$ cat src/rtl/orcd_pkg.sv
// Shared types of the open-row command decoder.
// Assumes the user code and downstream op code spaces are 4 bits wide.
package orcd_pkg;

    // Downstream operation codes; a user command c maps to op c+2.
    typedef enum logic [3:0] {
        OP_PRE  = 4'd0,
        OP_PREA = 4'd1,
        OP_ACT  = 4'd2,
        OP_RD   = 4'd3,
        OP_WR   = 4'd4,
        OP_RDA  = 4'd5,
        OP_WRA  = 4'd6,
        OP_PDE  = 4'd7,
        OP_MRS  = 4'd8,
        OP_SRR  = 4'd9,
        OP_SRE  = 4'd10,
        OP_SRX  = 4'd11,
        OP_PDX  = 4'd12,
        OP_DPDE = 4'd13,
        OP_DPDX = 4'd14
    } mem_op_e;

    // User command codes.
    localparam logic [3:0] UC_RD   = 4'd1;
    localparam logic [3:0] UC_WR   = 4'd2;
    localparam logic [3:0] UC_RDA  = 4'd3;
    localparam logic [3:0] UC_WRA  = 4'd4;
    localparam logic [3:0] UC_PDE  = 4'd5;
    localparam logic [3:0] UC_MRS  = 4'd6;
    localparam logic [3:0] UC_SRR  = 4'd7;
    localparam logic [3:0] UC_SRE  = 4'd8;
    localparam logic [3:0] UC_SRX  = 4'd9;
    localparam logic [3:0] UC_PDX  = 4'd10;
    localparam logic [3:0] UC_DPDE = 4'd11;
    localparam logic [3:0] UC_DPDX = 4'd12;

    // How a taken command changes the bank table.
    typedef enum logic [1:0] {
        UPD_NONE      = 2'd0,
        UPD_OPEN      = 2'd1,
        UPD_CLOSE_ONE = 2'd2,
        UPD_CLOSE_ALL = 2'd3
    } tbl_upd_e;

    // Decoded sequence: remaining steps, issued in order pre, act, main.
    typedef struct packed {
        logic    do_pre;
        logic    pre_all;
        logic    do_act;
        logic    do_main;
        mem_op_e main_op;
    } plan_t;

endpackage

$ cat src/rtl/orcd_addr_split.sv
// Splits a flat user address into row, bank and column fields.
// Assumes the layout {row, bank, column} with the column in the low bits.
module orcd_addr_split #(
    parameter int ROW_W  = 13,
    parameter int BANK_W = 2,
    parameter int COL_W  = 10,
    localparam int ADDR_W = ROW_W + BANK_W + COL_W
) (
    input  logic [ADDR_W-1:0] addr,
    output logic [ROW_W-1:0]  row,
    output logic [BANK_W-1:0] bank,
    output logic [COL_W-1:0]  col
);
    // Field extraction by position.
    assign col  = addr[COL_W-1:0];
    assign bank = addr[COL_W +: BANK_W];
    assign row  = addr[COL_W+BANK_W +: ROW_W];
endmodule

$ cat src/rtl/orcd_bank_table.sv
// Per-bank open flag and open-row register, with one lookup port.
// Assumes at most one update per cycle, applied at the clock edge.
module orcd_bank_table
    import orcd_pkg::*;
#(
    parameter int ROW_W  = 13,
    parameter int BANK_W = 2,
    localparam int NB    = 1 << BANK_W
) (
    input  logic              clk,
    input  logic              rst_n,
    input  logic [BANK_W-1:0] lk_bank,
    input  logic [ROW_W-1:0]  lk_row,
    output logic              lk_open,
    output logic              lk_hit,
    output logic              any_open,
    input  logic              upd_en,
    input  tbl_upd_e          upd_kind,
    input  logic [BANK_W-1:0] upd_bank,
    input  logic [ROW_W-1:0]  upd_row
);
    logic [NB-1:0]    open_vec;
    logic [ROW_W-1:0] rows [NB];

    for (genvar g = 0; g < NB; g++) begin : g_bank
        logic             open_b;
        logic [ROW_W-1:0] row_b;
        logic             sel;

        assign sel = (upd_bank == BANK_W'(g));

        // Update this bank's entry from the command being taken.
        always_ff @(posedge clk) begin
            if (!rst_n) begin
                open_b <= 1'b0;
                row_b  <= '0;
            end else if (upd_en) begin
                case (upd_kind)
                    UPD_OPEN: if (sel) begin
                        open_b <= 1'b1;
                        row_b  <= upd_row;
                    end
                    UPD_CLOSE_ONE: if (sel) open_b <= 1'b0;
                    UPD_CLOSE_ALL: open_b <= 1'b0;
                    default: ;
                endcase
            end
        end

        assign open_vec[g] = open_b;
        assign rows[g]     = row_b;
    end

    // Lookup of the addressed bank.
    assign lk_open  = open_vec[lk_bank];
    assign lk_hit   = lk_open && (rows[lk_bank] == lk_row);
    assign any_open = |open_vec;
endmodule

$ cat src/rtl/orcd_issue.sv
// Decode slot plus issue stage: holds one decoded command while the
// previous sequence is handed downstream one step per accepted cycle.
// Assumes in_take is only raised while slot_free is high.
module orcd_issue
    import orcd_pkg::*;
#(
    parameter int ADDR_W = 25
) (
    input  logic              clk,
    input  logic              rst_n,
    input  logic              in_take,
    input  plan_t             in_plan,
    input  logic [ADDR_W-1:0] in_addr,
    output logic              slot_free,
    output logic              op_valid,
    input  logic              op_ready,
    output mem_op_e           op_code,
    output logic [ADDR_W-1:0] op_addr
);
    logic              pend_v;
    plan_t             pend_plan;
    logic [ADDR_W-1:0] pend_addr;
    plan_t             cur_plan;
    logic [ADDR_W-1:0] cur_addr;
    plan_t             cur_next;
    logic              cur_busy, fire, finishing, load;

    assign cur_busy = cur_plan.do_pre | cur_plan.do_act | cur_plan.do_main;
    assign fire     = cur_busy && op_ready;

    // Step removal: the earliest remaining step leaves first.
    always_comb begin
        cur_next = cur_plan;
        if (cur_plan.do_pre)      cur_next.do_pre  = 1'b0;
        else if (cur_plan.do_act) cur_next.do_act  = 1'b0;
        else                      cur_next.do_main = 1'b0;
    end

    assign finishing = fire && !(cur_next.do_pre | cur_next.do_act | cur_next.do_main);
    assign load      = pend_v && (!cur_busy || finishing);
    assign slot_free = !pend_v || load;

    // Decode slot: filled on a take, emptied when moved to issue.
    always_ff @(posedge clk) begin
        if (!rst_n) begin
            pend_v    <= 1'b0;
            pend_plan <= '0;
            pend_addr <= '0;
        end else if (in_take) begin
            pend_v    <= 1'b1;
            pend_plan <= in_plan;
            pend_addr <= in_addr;
        end else if (load) begin
            pend_v    <= 1'b0;
        end
    end

    // Issue stage: load the next sequence or retire one step.
    always_ff @(posedge clk) begin
        if (!rst_n) begin
            cur_plan <= '0;
            cur_addr <= '0;
        end else if (load) begin
            cur_plan <= pend_plan;
            cur_addr <= pend_addr;
        end else if (fire) begin
            cur_plan <= cur_next;
        end
    end

    // Presented operation follows the earliest remaining step.
    always_comb begin
        if (cur_plan.do_pre)      op_code = cur_plan.pre_all ? OP_PREA : OP_PRE;
        else if (cur_plan.do_act) op_code = OP_ACT;
        else                      op_code = cur_plan.main_op;
    end

    assign op_valid = cur_busy;
    assign op_addr  = cur_addr;
endmodule

$ cat src/rtl/openrow_cmd_decoder.sv
// Open-row tracking command decoder. Classifies each taken user command
// against the bank table, updates the table at once, and queues the
// resulting step plan for issue to a downstream timing sequencer.
// Assumes the sequencer enforces all DRAM timing between operations.
module openrow_cmd_decoder
    import orcd_pkg::*;
#(
    parameter int ROW_W   = 13,
    parameter int BANK_W  = 2,
    parameter int COL_W   = 10,
    localparam int ADDR_W = ROW_W + BANK_W + COL_W
) (
    input  logic              clk,
    input  logic              rst_n,
    input  logic [3:0]        cmd,
    input  logic              cmd_valid,
    input  logic [ADDR_W-1:0] addr,
    output logic              cmd_rdy,
    output logic              mem_op_valid,
    input  logic              mem_op_ready,
    output logic [3:0]        mem_op,
    output logic [ROW_W-1:0]  mem_row,
    output logic [BANK_W-1:0] mem_bank,
    output logic [COL_W-1:0]  mem_col
);
    logic [ROW_W-1:0]  in_row;
    logic [BANK_W-1:0] in_bank;
    logic [COL_W-1:0]  in_col;
    logic              bk_open, bk_hit, bk_any;
    logic              legal, take;
    plan_t             plan;
    tbl_upd_e          upd_kind;
    mem_op_e           op_code;
    logic [ADDR_W-1:0] op_addr;

    orcd_addr_split #(.ROW_W(ROW_W), .BANK_W(BANK_W), .COL_W(COL_W)) u_in_split (
        .addr (addr),
        .row  (in_row),
        .bank (in_bank),
        .col  (in_col)
    );

    orcd_bank_table #(.ROW_W(ROW_W), .BANK_W(BANK_W)) u_table (
        .clk      (clk),
        .rst_n    (rst_n),
        .lk_bank  (in_bank),
        .lk_row   (in_row),
        .lk_open  (bk_open),
        .lk_hit   (bk_hit),
        .any_open (bk_any),
        .upd_en   (take),
        .upd_kind (upd_kind),
        .upd_bank (in_bank),
        .upd_row  (in_row)
    );

    // Command classification into a step plan and a table update.
    always_comb begin
        plan     = '0;
        upd_kind = UPD_NONE;
        legal    = 1'b1;
        case (cmd)
            UC_RD, UC_WR, UC_RDA, UC_WRA: begin
                plan.do_pre = bk_open && !bk_hit;
                plan.do_act = !bk_hit;
                upd_kind    = (cmd == UC_RD || cmd == UC_WR) ? UPD_OPEN : UPD_CLOSE_ONE;
            end
            UC_PDE, UC_SRE, UC_DPDE: begin
                plan.do_pre  = bk_any;
                plan.pre_all = 1'b1;
                upd_kind     = UPD_CLOSE_ALL;
            end
            UC_MRS, UC_SRR, UC_SRX, UC_PDX, UC_DPDX: ;
            default: legal = 1'b0;
        endcase
        plan.do_main = legal;
        plan.main_op = legal ? mem_op_e'(cmd + 4'd2) : OP_PRE;
    end

    assign take = cmd_valid && cmd_rdy && legal;

    orcd_issue #(.ADDR_W(ADDR_W)) u_issue (
        .clk       (clk),
        .rst_n     (rst_n),
        .in_take   (take),
        .in_plan   (plan),
        .in_addr   (addr),
        .slot_free (cmd_rdy),
        .op_valid  (mem_op_valid),
        .op_ready  (mem_op_ready),
        .op_code   (op_code),
        .op_addr   (op_addr)
    );

    orcd_addr_split #(.ROW_W(ROW_W), .BANK_W(BANK_W), .COL_W(COL_W)) u_out_split (
        .addr (op_addr),
        .row  (mem_row),
        .bank (mem_bank),
        .col  (mem_col)
    );

    assign mem_op = op_code;
endmodule

$ cat config.mk
export PLATFORM = sky130hd
export DESIGN_NAME = openrow_cmd_decoder
export DESIGN_NICKNAME = d
export VERILOG_FILES = /design/src/rtl/orcd_pkg.sv /design/src/rtl/orcd_addr_split.sv /design/src/rtl/orcd_bank_table.sv /design/src/rtl/orcd_issue.sv /design/src/rtl/openrow_cmd_decoder.sv
export SDC_FILE = /design/constraint.sdc
export NUM_CORES = 1
export LEC_CHECK = 0
export ABC_CLOCK_PERIOD_IN_PS = 1900
export BUFFER_PORTS_ARGS = -buffer_cell sky130_fd_sc_hd__buf_2
export CAP_MARGIN = 40
export CORE_MARGIN = 2
export CORE_UTILIZATION = 30
export CTS_BUF_LIST = sky130_fd_sc_hd__clkbuf_4
export CTS_CLUSTER_DIAMETER = 50
export DETAILED_ROUTE_END_ITERATION = 8
export PLACE_DENSITY = 0.5
export SYNTH_ARGS = -nofsm -noshare
export SYNTH_HDL_FRONTEND = slang
export SYNTH_SLANG_ARGS = --single-unit
$ cat constraint.sdc
create_clock -name clk -period 1.9 [get_ports clk]
set_input_delay 0.19 -clock clk [delete_from_list [all_inputs] [get_ports clk]]
set_output_delay 0.19 -clock clk [all_outputs]
set_load 0.02 [all_outputs]
# Word level (Yosys, flattened, before mapping)
# Cells that the tools add are included.
# word_totals
reg_bits,123
latch_bits,0
ramBits,0
romBits,0
n_memories,0
# op_classes
addsub,1
multipliers,0
div_mod_pow,0
n_lt_le_gt_ge,2
n_eq_ne,27
shifts,0
n_mux,33
bitwise_logic,4
reduce_logical,30
# ops
op,count
$bmux 13 s2,1
$mux 13,2
$eq 4x4->1 const B,5
$eq 4x3->1 const B,4
$mux 1,16
$mux 8,2
$ne 2x1->1 const B,8
$reduce_and 4->1,4
$eq 13x13->1,1
$mux 4,3
$pmux 1 s3,4
$reduce_and 3->1,4
$reduce_or 12->1,1
$eq 2x2->1 const B,4
$eq 4x2->1 const B,2
$reduce_or 4->1,2
$logic_and 1x1->1,7
$add 4x2->4 const B,1
$eq 2x1->1 const B,2
$eq 4x1->1 const B,1
$logic_not 1->1,4
$mux 2,2
$pmux 2 s2,1
$reduce_bool 2->1,2
other kinds (10),14

# Longest topological paths before layout
# Gate-level depths: netlist of the first run.
# depth
depth_word,11
depth_mapped,10

# Modules after synthesis
# Synthesis of the first run repeated with hierarchy kept, for this count alone.
# unflattened
cells_unflattened,631
area_unflattened_um2,6138.4
# by_module_without_submodules
module,instances,cells_per_inst,area_per_inst_um2,seq_area_each_um2
orcd_bank_table,1,281,2793.9,1121.1
orcd_issue,1,269,2687.6,1341.3
orcd_addr_split,2,25,187.7,0.0
openrow_cmd_decoder,1,31,281.5,0.0

# Least setup slack after synthesis of the first run
# Ideal clock, no wire load.
# synth_timing
kind,reg-to-reg
startpoint,register u_issue.cur_plan[7] (netlist bit)
endpoint,register u_table.g_bank[1].row_b[12]
setup_ns,0.120
arrival_ns,1.914
required_ns,1.780
setup_slack_ns,-0.135
stages_incl_launch_ff,10
path_buffers,3
synth_period_minus_slack_ns,2.035
path_cell_list,dfxtp_1 > nor2b_4 > o21a_4 > o221ai_4 > nand2b_2 > buf_6 > or3_4 > buf_6 > buf_6 > mux2i_1
# synth_via
elab_chain_len,10
# synth_lines
item,line_no,text
from (decl),orcd_issue.sv:23,plan_t cur_plan;
from (signal assigned),orcd_issue.sv:64,cur_plan <= pend_plan;
from (signal assigned),orcd_issue.sv:67,cur_plan <= cur_next;
$or 1x1->1 or $mux 2 (tied branches),"orcd_issue.sv:28, orcd_issue.sv:34",
$or 1x1->1 (on tied branches),"orcd_issue.sv:28, orcd_issue.sv:39",
$logic_and 1x1->1 or $logic_not 1->1 (tied branches),"orcd_issue.sv:29, orcd_issue.sv:39",
$logic_and 1x1->1,orcd_issue.sv:39,assign finishing = fire && !(cur_next.do_pre | cur_next.do_act | cur_next.do_main);
$logic_or 1x1->1 *,orcd_issue.sv:40,assign load = pend_v && (!cur_busy || finishing);
$logic_and 1x1->1 *,orcd_issue.sv:40,
$logic_or 1x1->1 *,orcd_issue.sv:41,assign slot_free = !pend_v || load;
net cmd_rdy,openrow_cmd_decoder.sv:18,"output logic cmd_rdy,"
$logic_and 1x1->1 * (2 in series),openrow_cmd_decoder.sv:80,assign take = cmd_valid && cmd_rdy && legal;
$reduce_and 3->1 (no source line) *,--,
to (signal assigned),orcd_bank_table.sv:41,row_b <= upd_row;
to (decl),orcd_bank_table.sv:27,logic [ROW_W-1:0] row_b;
# Mark *: on every way through the listed nets, which the timed path passes. The rest lies on a longest branch.
# A chain may end at the register's enable or synchronous reset.

# Worst setup path in the final report of the first run
# layout_timing
startpoint,register u_issue.cur_plan[7] (netlist bit)
endpoint,register u_table.g_bank[2].row_b[8]
# layout_via
elab_chain_len,10
# layout_lines
item,line_no
$or 1x1->1 or $mux 2 (tied branches),"orcd_issue.sv:28, orcd_issue.sv:34"
$or 1x1->1 (on tied branches),"orcd_issue.sv:28, orcd_issue.sv:39"
$logic_and 1x1->1 or $logic_not 1->1 (tied branches),"orcd_issue.sv:29, orcd_issue.sv:39"
$logic_and 1x1->1,orcd_issue.sv:39
$logic_or 1x1->1 *,orcd_issue.sv:40
$logic_and 1x1->1 *,orcd_issue.sv:40
$logic_or 1x1->1 *,orcd_issue.sv:41
$logic_and 1x1->1 * (2 in series),openrow_cmd_decoder.sv:80
$reduce_and 3->1 (no source line) *,--
to (signal assigned),orcd_bank_table.sv:41
to (decl),orcd_bank_table.sv:27
# Mark *: on every way between the ends. The rest lies on a longest branch, timed or not.

==> results of run 1 <==
==> worst max path at each step <==
| stage | end | slack, ns | start | depth (start not counted) |
|---|---|---|---|---|
| floorplan | u_table.g_bank[1].row_b[12]$_SDFFE_PN0P_ | -0.06 | u_issue.cur_plan[7]$_SDFFE_PN0P_ | 9 |
| detailed placement | u_issue.pend_plan[5]$_SDFFE_PN0P_ | -0.44 | addr[11] | 7 |
| global route | u_table.g_bank[2].row_b[8]$_SDFFE_PN0P_ | -0.08 | u_issue.cur_plan[7]$_SDFFE_PN0P_ | 8 |
| CTS | u_table.g_bank[1].row_b[11]$_SDFFE_PN0P_ | -0.04 | u_issue.cur_plan[7]$_SDFFE_PN0P_ | 7 |
| global placement | u_issue.pend_plan[5]$_SDFFE_PN0P_ | -0.40 | addr[11] | 7 |
| finish | u_table.g_bank[2].row_b[8]$_SDFFE_PN0P_ | 0.006 | u_issue.cur_plan[7]$_SDFFE_PN0P_ | 8 |
==> per-layer routing <==
metal	GRT usage	share of wire
met3	0.04452	0.052
met1	0.1947	0.48
met5	0	0
met4	0.03530	0.0086
met2	0.2312	0.46
==> report_power, final <==
group / internal [W] / switching (W)
logic: 0.000217 / 0.000313
clock network: 0.00118 / 0.00102
registers: 0.00265 / 0.0000393
==> logic make-up after synthesis <==
family | Yosys count | share of synthesized area
flip-flops | 123 | 0.4751
AO/OA/AOI/OAI | 88 | 0.1012
buffers and inverters | 46 | 0.04490
AND/OR/NAND/NOR | 228 | 0.1861
adder cells (fa/ha/maj) | 1 | 0.002414
XOR/XNOR | 16 | 0.02704
multiplexers | 67 | 0.1632
==> what timing repair did <==
action                                 in CTS  in global routing
setup endpoints to repair                   2                 68
hold buffers                               25                  0
pin swaps                                   4                  7
gates resized for setup                     8                  2
endpoints found under the hold margin      30                  0
setup buffers                               2                  2
gates cloned                                1                  3
==> stage by stage <==
stage / instances / setup WS, ns / hold slack, ns
final: 896 / 0.005709 / 0.06323
after floorplan: 569 / -0.06160 / 0.3260
after global routing: 896 / -0.07614 / 0.03477
after global placement: 831 / -0.3983 / 0.4353
after CTS: 891 / -0.04321 / 0.02227
after detailed placement: 831 / -0.4430 / 0.4405
==> cell usage after synthesis (2+ instances only) <==
cell type    n  share of area
xnor2_1     15          0.025
a21oi_1     64          0.062
nand4_1      2         0.0024
a211oi_1     4         0.0058
buf_2        2         0.0019
mux2i_1     53           0.10
buf_4        3         0.0043
o21a_1       2         0.0029
nor2_1      10         0.0072
or3_4        2         0.0043
clkbuf_1    31          0.022
nand2_1    191           0.14
mux4_2      14          0.061
nor2b_1      2         0.0024
nand3b_1     2         0.0029
o22ai_1      5         0.0060
dfxtp_1    123           0.48
a31oi_1      2         0.0024
and2_1       4         0.0048
inv_1        2         0.0014
o21ai_0      2         0.0019
buf_6        6          0.013
nand2b_1     4         0.0048
==> flip-flops by register name, summed over array words and instances, names as in the netlist <==
name / cells
u_issue.pend_plan: 8
u_issue.pend_v: 1
u_issue.pend_addr: 25
u_issue.op_addr: 25
u_table.g_bank.open_b: 4
u_table.g_bank.row_b: 52
u_issue.cur_next: 5
u_issue.cur_plan: 3
==> cell type report <==
type,instances,share of cell area
Multi-Input combinational cell,402,0.3906
Sequential cell,123,0.3785
Timing Repair Buffer,111,0.1329
Tap cell,225,0.04320
Clock inverter,15,0.03360
Clock buffer,17,0.01959
Inverter,3,0.001728
==> critical path, delay by kind of cell, from the launching register on <==
| family | cells | cell delay (ns) |
|---|---|---|
| simple gates | 3 | 0.51 |
| flops | 1 | 0.37 |
| compound gates | 2 | 0.37 |
| buf+inv | 2 | 0.33 |
| mux | 1 | 0.23 |
==> reports/metrics.csv, run 1 <==
metric,value,unit
netlist_instances,569,
synth-main-ff-cell,dfxtp_1,
fp.dieArea,18340,um^2
final_layout_size_suffix_gt1_frac,0.2206,
maxSlewViolCount,0,
floorplan.io_pins,64,
avgSynthCellArea,9.108,um^2
min_delay_worst_endpoint,u_issue.pend_plan[3]$_SDFFE_PN0P_,
nNetsFinal,692,
rsz0062_at_grt,true,
area_growth,25.74,%
final.period_utilization,0.9970,
ctsHtreeMaxLevel,4,
worst_ep_arrival_time,2.34,ns
timing_worst_slew_pin_value,0.4786,ns
critical-path-slowest-cell,dfxtp_4,
pin_count_of_the_biggest_net_entering_global_routing,73,
setup.worst_path.end_class,register,
initial_core_util,0.3028,
tritoncts.num_buffers,17,
antenna-diode-count,0,
critical_path.cell_chain,nor2b_4 -> o21a_4 -> o221ai_4 -> buf_6 -> nand2b_4 -> nor3_4 -> buf_12 -> mux2i_1,
grt_antenna_before_repair,0,
netlist-cell-type-count,47,
worst_setup_path_start_kind,register,
worst_r2r_path_depth,8,
worst-endpoint-required,2.34,ns
vias,4165,
utilization,0.3807,
tritoncts_num_sinks,123,
coreArea,17120,um^2
gp_congestion,0.7548,
regArea,2466,um^2
maxCapViolCount,0,
period_needed,1.894,ns
min_delay_path_depth,3,
dpl-instance-area,5782,um^2
routedWlPerCell,14.84,um
mappedNetlistArea,5182,um^2
yosys_warnings,0,
hold_violations,0,
initialDrtViolationCount,259,
pwr_density_cell,830.5,nW/um^2
route.detailed.drc,0,
max-clock-path-buffers,2,
status,"complete, no violations",
io_buffer_count,63,
num_rows,48,
cts.reportedPaths.clkPinSlew,0.11,ns
fp.dieW,135.4,um
synth-edff-count,0,
timing.max_slew.rel_slack,0.6809,
syn_nets,603,
routed_wl,13300,um
drt-vias-per-instance,4.648,
root_cell_of_the_clock_tree,clkbuf_4,
overall_global_routing_usage,0.1457,
p_total,0.005412,W
crit_path_max_fanout,7,
yosys_register_bits,123,
die-height,135.4,um
multi_input_comb_area,2545,um^2
worst-setup-path-type,register to register,
hpwlAfterDp,8423,um
ys_async_sr_fraction,0,
achievable_freq,0.5279,GHz
worst_ir_drop_vdd,0.4151,mV
fillerInstances,1740,
timing.setup.tns,0,ns
r2r_start,u_issue.cur_plan[7]$_SDFFE_PN0P_,
layout_common_cells,"nand2_1 (191), dfxtp_1 (122), a21oi_1 (64), buf_2 (62), mux2i_1 (53)",
final.setup_skew,0.009093,ns
global_route.overflow_total,0,
post-route-cell-area,6516,um^2
grt_pass1_vias,4015,
grt_first_pass_wirelength,20680,um
critical_path.reg2reg.endpoint,u_table.g_bank[2].row_b[8]$_SDFFE_PN0P_,
regToRegSetupSlack,0.006,ns
hp-start,cmd[3],
ant_nets,0,
layout_commonest_cell,nand2_1,
hold_class,primary input to register,
crit_path_largest_cell_delay,0.37,ns
tritoncts,done,
first_pass_iters,4,
clock_latency,0.52,ns
setup_violations,0,
synth-seq-area-share,0.4751,
static-leakage-power,2.607,nW
(Power assumes the default switching activity.)
==> inputs of run 2 (changes only) <==
SLEW_MARGIN = 5   (was not set)
SYNTH_HIERARCHICAL = 1   (was not set)
==> reports/metrics.csv, run 2 <==
metric,value,unit,change
status,"finished, violations left",,
violations,negative setup slack,,
fillerInstances,2038,,+17%
ctsHtreeMaxLevel,4,,unchanged
regArea,2467,um^2,about the same
achievable_freq,0.4491,GHz,-15%
num_rows,52,,+8.3%
timing_worst_slew_pin_value,0.5188,ns,+0.04020 ns
min_delay_path_depth,4,,+1
grt_first_pass_wirelength,24150,um,+17%
top_register,u_table/g_bank.row_b,,
final_layout_size_suffix_gt1_frac,0.3060,,+0.08544
hold_class,primary input to register,,
setup.worst_path.end_class,register,,
timing.max_slew.rel_slack,0.6541,,-0.02680
die-height,146.2,um,+7.9%
hp-start,addr[19],,
final.setup_skew,0.01007,ns,+0.0009794 ns
post-route-cell-area,7556,um^2,+16%
final.period_utilization,1.172,,+0.1750
first_pass_iters,4,,unchanged
rsz0062_at_grt,true,,
worst_r2r_path_depth,8,,unchanged
hold_violations,0,,unchanged
worst-setup-path-type,register to register,,
r2r_start,u_table/g_bank[3].row_b[12]$_SDFFE_PN0P_,,
grt_pass1_vias,4693,,+17%
period_needed,2.227,ns,+0.3325 ns
io_buffer_count,63,,unchanged
critical-path-slowest-cell,mux4_2,,
coreArea,20040,um^2,+17%
layout_setup_ws,-0.3268,ns,-0.3325 ns
layout_commonest_cell,dfxtp_1,,
largest_register_ff_count,52,,unchanged
setup_violations,55,,+55
syn_nets,655,,+8.6%
min_delay_worst_endpoint,u_table/g_bank[0].row_b[7]$_SDFFE_PN0P_,,
utilization,0.3771,,-0.003642
hpwlAfterDp,10670,um,+27%
gp_congestion,0.8561,,+13%
p_total,0.005317,W,-1.8%
fp.dieW,146.2,um,+7.9%
maxCapViolCount,0,,unchanged
initialDrtViolationCount,217,,-16%
nNetsFinal,754,,+9.0%
cts.reportedPaths.clkPinSlew,0.10,ns,about the same
netlist_instances,621,,+9.1%
ant_nets,0,,unchanged
pwr_density_cell,703.6,nW/um^2,-15%
worst_ir_drop_vdd,0.2933,mV,-29%
maxSlewViolCount,0,,unchanged
routed_wl,14870,um,+12%
vias,4587,,+10%
worst_setup_path_start_kind,register,,
avgSynthCellArea,9.764,um^2,+7.2%
static-leakage-power,2.937,nW,+13%
tritoncts.num_buffers,17,,unchanged
area_growth,24.62,%,
layout_common_cells,"dfxtp_1 (121), mux2i_1 (97), nand2_1 (96), nor2b_1 (62), buf_2 (60)",,
grt_antenna_before_repair,1,,+1
tritoncts_num_sinks,123,,unchanged
initial_core_util,0.3026,,about the same
critical_path.reg2reg.endpoint,u_issue/pend_plan[7]$_SDFFE_PN0P_,,
crit_path_max_fanout,3,,-4
overall_global_routing_usage,0.1426,,-0.003120
worst-endpoint-required,2.31,ns,-0.03 ns
critical_path.cell_chain,mux4_2 -> a21boi_0 -> o311ai_1 -> a2111oi_4 -> nor4b_4 -> a22o_1 -> mux2i_1 -> nor2b_1,,
yosys_warnings,6,,+6
tritoncts,done,,
clock_latency,0.52,ns,about the same
root_cell_of_the_clock_tree,clkbuf_4,,
crit_path_largest_cell_delay,0.47,ns,+0.10 ns
drt-vias-per-instance,4.573,,-1.6%
max-clock-path-buffers,2,,unchanged
critical-path-top-delay-family,compound AO/OA/AOI/OAI gates,,
global_route.overflow_total,0,,unchanged
pin_count_of_the_biggest_net_entering_global_routing,52,,-29%
fp.dieArea,21360,um^2,+16%
regToRegSetupSlack,-0.33,ns,-0.33 ns
cp_num_buf_inv,0,,-2
multi_input_comb_area,3154,um^2,+24%
dpl-instance-area,6830,um^2,+18%
route.detailed.drc,0,,unchanged
mappedNetlistArea,6063,um^2,+17%
floorplan.io_pins,64,,unchanged
routedWlPerCell,14.82,um,-0.16%
worst_ep_arrival_time,2.64,ns,+0.30 ns
## run 2: worst max-delay path by stage
| stage | from | endpoint | cells after the start |
|---|---|---|---|
| floorplan | u_issue/cur_plan[7]$_SDFFE_PN0P_ | u_table/g_bank[1].row_b[10]$_SDFFE_PN0P_ | 9 |
| global placement | addr[11] | u_issue/pend_plan[7]$_SDFFE_PN0P_ | 9 |
| detailed placement | addr[11] | u_issue/pend_plan[7]$_SDFFE_PN0P_ | 9 |
| CTS | u_table/g_bank[3].row_b[5]$_SDFFE_PN0P_ | u_issue/pend_plan[7]$_SDFFE_PN0P_ | 8 |
| global route | u_issue/cur_plan[7]$_SDFFE_PN0P_ | u_table/g_bank[1].row_b[6]$_SDFFE_PN0P_ | 9 |
| finish | u_table/g_bank[3].row_b[12]$_SDFFE_PN0P_ | u_issue/pend_plan[7]$_SDFFE_PN0P_ | 8 |
## run 2: layout make-up
cell class / count / share of cell area
clock inverters: 10 / 0.01656
flip-flops and latches: 123 / 0.3265
clock buffers: 21 / 0.02086
diodes: 1 / 0.0003312
well taps: 270 / 0.04471
inverters: 4 / 0.001987
repair buffers: 163 / 0.1716
multi-input cells: 411 / 0.4175
## run 2: through the flow
| step | TNS, ns | setup WS (ns) | instances | hold WS (ns) |
|---|---|---|---|---|
| after floorplan | -14.37 | -0.3932 | 621 | 0.3594 |
| after global placement | -12.53 | -0.4930 | 946 | 0.4396 |
| after detailed placement | -12.60 | -0.5545 | 946 | 0.4447 |
| after CTS | -10.96 | -0.2846 | 997 | 0.03086 |
| after global routing | -16.84 | -0.4019 | 1003 | 0.03223 |
| final | -11.18 | -0.3268 | 1003 | 0.08394 |
## run 2: power by group
part	leakage, nW	switching (W)	internal [W]	total, W
clock	0.158	0.000943	0.000947	0.00189
sequential	0.999	0.0000415	0.00265	0.00269
combinational	1.78	0.000365	0.000369	0.000735
total	2.94	0.00135	0.00397	0.00532
## run 2: metal layers
metal	GRT usage	part of all wire	wire, um
met1	0.1781	0.47	6918
met2	0.2422	0.49	7247
met3	0.03781	0.034	500
met4	0.04175	0.013	198
met5	0	0	0
## run 2: timing repair
action / 4_1_cts / 5_1_grt
hold buffers: 12 / 0
pin swaps: 12 / 14
setup endpoints to repair: 78 / 85
setup buffers: 8 / 6
hold endpoints to repair: 14 / 0
cloned: 0 / 1
gates resized for setup: 50 / 44
## run 2: worst reg2reg max path, stage by stage (launching register included)
cell,delay (ns)
dfxtp_1,0.34
mux4_2,0.47
a21boi_0,0.30
o311ai_1,0.21
a2111oi_4,0.33
nor4b_4,0.09
a22o_1,0.19
mux2i_1,0.14
nor2b_1,0.06
